File: config.mk
export PLATFORM = sky130hd
export DESIGN_NAME = mw_eeprom
export DESIGN_NICKNAME = d
export VERILOG_FILES = /design/src/rtl/mw_pkg.sv /design/src/rtl/mw_sync.sv /design/src/rtl/mw_prog_timer.sv /design/src/rtl/mw_array.sv /design/src/rtl/mw_eeprom.sv
export SDC_FILE = /design/constraint.sdc
export NUM_CORES = 2
export LEC_CHECK = 0
export BUFFER_PORTS_ARGS = -buffer_cell sky130_fd_sc_hd__buf_2
export CORE_MARGIN = 2
export CORE_UTILIZATION = 45
export DETAILED_ROUTE_END_ITERATION = 8
export GPL_TIMING_DRIVEN = 0
export SYNTH_ARGS = -nofsm -noshare
export SYNTH_HDL_FRONTEND = slang
export SYNTH_HIERARCHICAL = 1
export SYNTH_SLANG_ARGS = --single-unit
File: constraint.sdc
create_clock -name clk_i -period 6.7 [get_ports clk_i]
set_clock_uncertainty 0.15 [all_clocks]
set_input_delay 1.005 -clock clk_i [delete_from_list [all_inputs] [get_ports clk_i]]
set_output_delay 1.005 -clock clk_i [all_outputs]
set_load 0.02 [all_outputs]
File: src/rtl/mw_pkg.sv
package mw_pkg;
  typedef enum logic [2:0] {
    ST_IDLE, ST_OPC, ST_ADDR, ST_DATA, ST_READ, ST_DONE
  } mw_state_e;

  localparam logic [1:0] OP_EXT   = 2'b00;
  localparam logic [1:0] OP_WRITE = 2'b01;
  localparam logic [1:0] OP_READ  = 2'b10;
  localparam logic [1:0] OP_ERASE = 2'b11;

  localparam logic [1:0] EX_WDIS  = 2'b00;
  localparam logic [1:0] EX_WRALL = 2'b01;
  localparam logic [1:0] EX_ERALL = 2'b10;
  localparam logic [1:0] EX_WEN   = 2'b11;
endpackage

File: src/rtl/mw_sync.sv
module mw_sync #(
  parameter int W = 3
) (
  input  logic         clk_i,
  input  logic         rst_ni,
  input  logic [W-1:0] in_i,
  output logic [W-1:0] lvl_o
);
  logic [W-1:0] s1_q, s2_q;

  always_ff @(posedge clk_i or negedge rst_ni) begin
    if (!rst_ni) begin
      s1_q <= '0;
      s2_q <= '0;
    end else begin
      s1_q <= in_i;
      s2_q <= s1_q;
    end
  end

  assign lvl_o = s2_q;
endmodule

File: src/rtl/mw_prog_timer.sv
module mw_prog_timer #(
  parameter int PROG_CYCLES = 400
) (
  input  logic clk_i,
  input  logic rst_ni,
  input  logic start_i,
  output logic busy_o
);
  localparam int CW = $clog2(PROG_CYCLES + 1);

  logic [CW-1:0] cnt_q;

  always_ff @(posedge clk_i or negedge rst_ni) begin
    if (!rst_ni)             cnt_q <= '0;
    else if (start_i)        cnt_q <= CW'(PROG_CYCLES);
    else if (cnt_q != '0)    cnt_q <= cnt_q - CW'(1);
  end

  assign busy_o = (cnt_q != '0);
endmodule

File: src/rtl/mw_array.sv
module mw_array #(
  parameter int ADDR_W = 7,
  parameter int WORD_W = 16
) (
  input  logic              clk_i,
  input  logic              org_i,
  input  logic              we_i,
  input  logic              all_i,
  input  logic [ADDR_W-1:0] wa_i,
  input  logic [WORD_W-1:0] wd_i,
  input  logic [ADDR_W-1:0] ra_i,
  output logic [WORD_W-1:0] rd_o
);
  localparam int IDX_W  = ADDR_W - 1;
  localparam int DEPTH  = 1 << IDX_W;
  localparam int BYTE_W = WORD_W / 2;

  logic [DEPTH*WORD_W-1:0] flat;
  logic [IDX_W-1:0]        wr_idx, rd_idx;
  logic [WORD_W-1:0]       rd_word;

  assign wr_idx = org_i ? wa_i[IDX_W-1:0] : wa_i[ADDR_W-1:1];
  assign rd_idx = org_i ? ra_i[IDX_W-1:0] : ra_i[ADDR_W-1:1];

  for (genvar gi = 0; gi < DEPTH; gi++) begin : g_word
    logic [WORD_W-1:0] word_q;
    always_ff @(posedge clk_i) begin
      if (we_i && (all_i || wr_idx == IDX_W'(gi))) begin
        if (all_i && !org_i)      word_q <= {2{wd_i[BYTE_W-1:0]}};
        else if (org_i || all_i)  word_q <= wd_i;
        else if (wa_i[0])         word_q[WORD_W-1:BYTE_W] <= wd_i[BYTE_W-1:0];
        else                      word_q[BYTE_W-1:0]      <= wd_i[BYTE_W-1:0];
      end
    end
    assign flat[gi*WORD_W +: WORD_W] = word_q;
  end

  assign rd_word = flat[rd_idx*WORD_W +: WORD_W];
  assign rd_o = org_i ? rd_word
              : {BYTE_W'(0), ra_i[0] ? rd_word[WORD_W-1:BYTE_W] : rd_word[BYTE_W-1:0]};
endmodule

File: src/rtl/mw_eeprom.sv
module mw_eeprom
  import mw_pkg::*;
#(
  parameter int ADDR_W      = 7,
  parameter int WORD_W      = 16,
  parameter int PROG_CYCLES = 400
) (
  input  logic clk_i,
  input  logic rst_ni,
  input  logic cs_i,
  input  logic sk_i,
  input  logic di_i,
  input  logic org_i,
  output logic do_o,
  output logic do_oe_o
);
  localparam int CNT_W = $clog2(WORD_W + 1);

  logic [2:0] lvl;
  logic       cs_q, sk_q, di_q, sk_d_q, sk_rise;

  mw_sync #(.W(3)) u_sync (
    .clk_i (clk_i),
    .rst_ni(rst_ni),
    .in_i  ({cs_i, sk_i, di_i}),
    .lvl_o (lvl)
  );
  assign {cs_q, sk_q, di_q} = lvl;

  always_ff @(posedge clk_i or negedge rst_ni) begin
    if (!rst_ni) sk_d_q <= 1'b0;
    else         sk_d_q <= sk_q;
  end
  assign sk_rise = sk_q & ~sk_d_q;

  mw_state_e         state_q, state_n;
  logic [CNT_W-1:0]  cnt_q, cnt_n, aw_c, dw_c;
  logic [1:0]        opc_q, opc_n, ext_c;
  logic [ADDR_W-1:0] addr_q, addr_n, addr_in, addr_inc, amask, rd_addr;
  logic [WORD_W-1:0] data_q, data_n, data_in, rd_sh_q, rd_sh_n, rd_data;
  logic              do_q, do_n, wen_q, wen_n, stat_q, stat_n;
  logic              busy, mem_we, mem_all;
  logic [ADDR_W-1:0] mem_wa;
  logic [WORD_W-1:0] mem_wd;

  assign aw_c     = org_i ? CNT_W'(ADDR_W - 1) : CNT_W'(ADDR_W);
  assign dw_c     = org_i ? CNT_W'(WORD_W) : CNT_W'(WORD_W / 2);
  assign amask    = org_i ? {1'b0, {(ADDR_W-1){1'b1}}} : {ADDR_W{1'b1}};
  assign addr_in  = {addr_q[ADDR_W-2:0], di_q} & amask;
  assign addr_inc = (addr_q + ADDR_W'(1)) & amask;
  assign ext_c    = org_i ? addr_in[ADDR_W-2 -: 2] : addr_in[ADDR_W-1 -: 2];
  assign data_in  = {data_q[WORD_W-2:0], di_q};
  assign rd_addr  = (state_q == ST_READ) ? addr_inc : addr_in;

  always_comb begin
    state_n = state_q;
    cnt_n   = cnt_q;
    opc_n   = opc_q;
    addr_n  = addr_q;
    data_n  = data_q;
    rd_sh_n = rd_sh_q;
    do_n    = do_q;
    wen_n   = wen_q;
    stat_n  = stat_q;
    mem_we  = 1'b0;
    mem_all = 1'b0;
    mem_wa  = addr_in;
    mem_wd  = '1;
    if (!cs_q) begin
      state_n = ST_IDLE;
    end else if (sk_rise) begin
      case (state_q)
        ST_IDLE: if (di_q && !busy) begin
          state_n = ST_OPC;
          cnt_n   = '0;
          stat_n  = 1'b0;
        end
        ST_OPC: begin
          opc_n = {opc_q[0], di_q};
          if (cnt_q == CNT_W'(1)) begin
            state_n = ST_ADDR;
            cnt_n   = '0;
            addr_n  = '0;
          end else begin
            cnt_n = cnt_q + CNT_W'(1);
          end
        end
        ST_ADDR: begin
          addr_n = addr_in;
          cnt_n  = cnt_q + CNT_W'(1);
          if (cnt_q == aw_c - CNT_W'(1)) begin
            cnt_n   = '0;
            state_n = ST_DONE;
            case (opc_q)
              OP_READ: begin
                state_n = ST_READ;
                rd_sh_n = rd_data;
                do_n    = 1'b0;   // dummy bit ahead of data
              end
              OP_ERASE: mem_we = wen_q;
              OP_WRITE: begin
                state_n = ST_DATA;
                data_n  = '0;
              end
              default: begin
                case (ext_c)
                  EX_WEN:   wen_n = 1'b1;
                  EX_WDIS:  wen_n = 1'b0;
                  EX_ERALL: begin
                    mem_we  = wen_q;
                    mem_all = 1'b1;
                  end
                  default: begin
                    state_n = ST_DATA;
                    data_n  = '0;
                  end
                endcase
              end
            endcase
          end
        end
        ST_DATA: begin
          data_n = data_in;
          cnt_n  = cnt_q + CNT_W'(1);
          if (cnt_q == dw_c - CNT_W'(1)) begin
            state_n = ST_DONE;
            mem_we  = wen_q;
            mem_all = (opc_q == OP_EXT);
            mem_wa  = addr_q;
            mem_wd  = data_in;
          end
        end
        ST_READ: begin
          do_n = rd_sh_q[dw_c - CNT_W'(1)];
          if (cnt_q == dw_c - CNT_W'(1)) begin
            cnt_n   = '0;
            addr_n  = addr_inc;
            rd_sh_n = rd_data;
          end else begin
            cnt_n   = cnt_q + CNT_W'(1);
            rd_sh_n = {rd_sh_q[WORD_W-2:0], 1'b0};
          end
        end
        default: ;
      endcase
    end
    if (mem_we) stat_n = 1'b1;
  end

  always_ff @(posedge clk_i or negedge rst_ni) begin
    if (!rst_ni) begin
      state_q <= ST_IDLE;
      cnt_q   <= '0;
      opc_q   <= '0;
      addr_q  <= '0;
      data_q  <= '0;
      rd_sh_q <= '0;
      do_q    <= 1'b0;
      wen_q   <= 1'b0;
      stat_q  <= 1'b0;
    end else begin
      state_q <= state_n;
      cnt_q   <= cnt_n;
      opc_q   <= opc_n;
      addr_q  <= addr_n;
      data_q  <= data_n;
      rd_sh_q <= rd_sh_n;
      do_q    <= do_n;
      wen_q   <= wen_n;
      stat_q  <= stat_n;
    end
  end

  mw_array #(.ADDR_W(ADDR_W), .WORD_W(WORD_W)) u_array (
    .clk_i(clk_i),
    .org_i(org_i),
    .we_i (mem_we),
    .all_i(mem_all),
    .wa_i (mem_wa),
    .wd_i (mem_wd),
    .ra_i (rd_addr),
    .rd_o (rd_data)
  );

  mw_prog_timer #(.PROG_CYCLES(PROG_CYCLES)) u_timer (
    .clk_i  (clk_i),
    .rst_ni (rst_ni),
    .start_i(mem_we),
    .busy_o (busy)
  );

  assign do_o    = (state_q == ST_READ) ? do_q : ~busy;
  assign do_oe_o = cs_q & ((state_q == ST_READ) | ((state_q == ST_IDLE) & stat_q));
endmodule

==> impl_metrics.tcl <==
set metrics [dict create \
    run_status "complete, but fails checks" \
    violations "max-capacitance violations, max-slew violations, negative setup slack" \
    fin_ws_ps -332 \
    fp.dieH_um 342 \
    synth_area_leaders "edfxtp_1, mux2i_1, mux2_2, dfrtp_1, nor2_1" \
    internal_power_mw 11.4 \
    netlist_instances 3889 \
    place_congestion 1.10 \
    hold_viol_final 0 \
    dieArea_sq_mm 0.117 \
    start_kind "register" \
    tightest_slew_ps 1800 \
    synthDistinctLibCells 103 \
    grt_overflow 0 \
    rows 123 \
    area_growth_pct 14.6 \
    met2_length_um 115000 \
    grt_max_degree 66 \
    fin_util_pct 52.1 \
    antenna_found_initial 46 \
    place_area_sq_mm 0.0543 \
    postRouteAntennaNets 0 \
    drt-total-wl_um 295000 \
    async_flop_share_pct 6.14 \
    vias 44300 \
    topRoutingLayerUsed "met5" \
    ctsLongestPathBuffers 3 \
    avgViaCountPerCell 7.75 \
    clkTransAtPathRegs_ps 60 \
    rsz0062_at_grt "yes" \
    hold_class "reg -> reg" \
    ys.warnings.count 6 \
    avgSynthCellArea_sq_um 13.2 \
    synth_top_area_share_pct 59.9 \
    met3_length_um 52700 \
    port_buffers 7 \
    seq_power_share_pct 49.4 \
    syn_area_sq_mm 0.0513 \
    grt_pass1_vias 38600 \
    min_period_ps 7030 \
    clk_latency_ps 760 \
    yosys.area.top_type "edfxtp_1" \
    p_clk_share_pct 45.2 \
    maxCapViolations 22 \
    cp_max_fo 10 \
    endpoint_kind "register" \
    fin_crit_sh_pct 105 \
    cts_tree "yes" \
    relSlewSlack_pct -20.0 \
    finalInstanceArea_sq_mm 0.0588 \
    numCtsBuffers 119 \
    leakage_nw 18.9 \
    drt_iter0_markers 9198 \
    drt_pass1_iterations 7 \
    root_buffer "clkbuf_16" \
    wl_per_cell_um 51.7 \
    pwr-share-comb_pct 5.5 \
    drc 0 \
    cts-htree-levels 3 \
    ir_drop_v 0.000209 \
    switching_share_pct 23.7 \
    dpl.hpwl_um 202000 \
    fillers 9649 \
    syn-num-nets 3902 \
    max_freq_mhz 142 \
    grt_first_pass_wirelength_um 375000 \
    p_per_area_mw_per_mm2 253 \
    ys.flop_type "edfxtp_1" \
    floorplan.initialDensity_pct 45.5 \
    grt_usage_pct 49.5 \
    synth_commonest_cells "edfxtp_1, nor2_1, mux2i_1, mux2_2, o22ai_1" \
    setup_viol 15 \
    worstSetupPathType "reg -> reg" \
    seq_area_frac_synth_pct 63.2 \
    ys_seq_elements 1091 \
    arrival_ps 7510 \
    nNetsFinal 4087 \
    p_switching_mw 3.53 \
    io_pins 8 \
    clock_sinks 1091 \
    required_ps 7180 \
    core-area_sq_mm 0.113 \
    layout-drive-gt1-share_pct 20.2 \
    dieWidth_um 342 \
    wl_met1_um 102000 \
    synth.most_common_cell "edfxtp_1" \
    synth_edf_count 1024 \
    slew_viol_final 187 \
]
## through the flow
stage	setup TNS (ps)	std cells	power [mW]	hold WS, ps	setup slack [ps]
global route	-17.3	5681	15.1	202	-17.3
finish	-2840	5710	14.9	203	-332
CTS	0	5672	14.8	186	7.33
detailed placement	-13200	5448	8.21	188	-1560
global placement	-534870	5396	8.21	187	-1960
floorplan	0	3889	7.82	181	2340
## kinds of logic after synthesis
family | synth area share, %
AO/OA/AOI/OAI | 15.0
XOR/XNOR | 0.0854
adder cells (fa/ha/maj) | 0.171
buffers and inverters | 3.31
flip-flops | 63.2
multiplexers | 9.77
AND/OR/NAND/NOR | 8.44
## cell type report
cell class | count | area (sq um) | area share, %
sequential | 1091 | 32400 | 55.2
multi-input combinational | 2439 | 17600 | 30.0
clock buffer | 150 | 3130 | 5.32
tap | 1500 | 1880 | 3.19
buffer | 315 | 1760 | 3.00
timing repair buffer | 68 | 997 | 1.70
clock inverter | 73 | 743 | 1.26
inverter | 40 | 150 | 0.255
antenna | 34 | 85.1 | 0.145
## per-layer routing
metal | track usage, % | vias to the layer above
met5 | 0.940 | -
li1 | - | 16000
met2 | 65.7 | 4749
met3 | 27.3 | 1245
met1 | 60.4 | 22200
met4 | 35.1 | 38
## flip-flops by register name, summed over array words and instances (netlist names)
| name | flops |
|---|---|
| opc_q | 2 |
| rd_sh_q | 16 |
| state_q | 3 |
| sk_d_q | 1 |
| u_array/g_word.word_q | 1024 |
| stat_q | 1 |
| u_sync/s1_q | 3 |
| u_sync/lvl_o | 3 |
| u_timer/cnt_q | 9 |
| addr_q | 7 |
| data_q | 15 |
| wen_q | 1 |
| do_q | 1 |
| cnt_q | 5 |
## power by group through the flow
| stage | combinational, mW | sequential [mW] | clock [mW] |
|---|---|---|---|
| floorplan | 0.320 | 7.49 | 0 |
| global placement | 0.711 | 7.50 | 0 |
| detailed placement | 0.718 | 7.50 | 0 |
| CTS | 0.726 | 7.35 | 6.69 |
| global route | 0.772 | 7.35 | 6.95 |
| finish | 0.812 | 7.35 | 6.72 |
## worst paths after layout
kind	start	endpoint	slack (ps)	cells after the start
min	u_sync/s1_q[0]	u_sync/lvl_o[0]	200	0
min reg2reg	u_sync/s1_q[0]	u_sync/lvl_o[0]	200	0
max reg2reg	state_q[0]	rd_sh_q[3]	-330	18
max in group asynchronous	rst_ni	data_q[10]	5410	3
min in group asynchronous	rst_ni	rd_sh_q[9]	450	2
max	state_q[0]	rd_sh_q[3]	-330	18
## worst max-delay path, cell delays in order (launching register included)
cell      delay [ps]
dfrtp_1          470
or3b_1           280
clkbuf_1         360
clkbuf_1         390
nand2_1           90
nand2_1          350
buf_2            380
clkbuf_4         410
buf_4            340
buf_4            500
clkbuf_8         470
a211oi_1         150
o211ai_1        1100
nand4_1          210
buf_4            270
o22ai_2          380
a211oi_4         170
mux2i_1          260
a21oi_2           80
## cells in the final DEF (no fill, tap or decap), types with 39 or more instances in the layout
cell	count
nor2_1	386
buf_4	60
dfrtp_1	67
nand2_1	90
edfxtp_1	1024
o21ai_0	152
clkbuf_16	120
a211oi_1	71
nor2_2	61
buf_2	100
clkbuf_1	108
a21oi_1	155
o22ai_1	168
clkbuf_2	45
mux2i_1	231
o221ai_1	118
mux2_2	181
inv_1	39
nor3_1	87
a2bb2oi_1	41
## timing repair
action,CTS,global route
setup buffers,3,3
pin swaps,2,6
hold buffers,1,0
hold endpoints to repair,3,0
gates resized for setup,91,52
setup endpoints to repair,16,11
gates cloned,0,0
No activity file was read; power rests on OpenSTA's default activity.
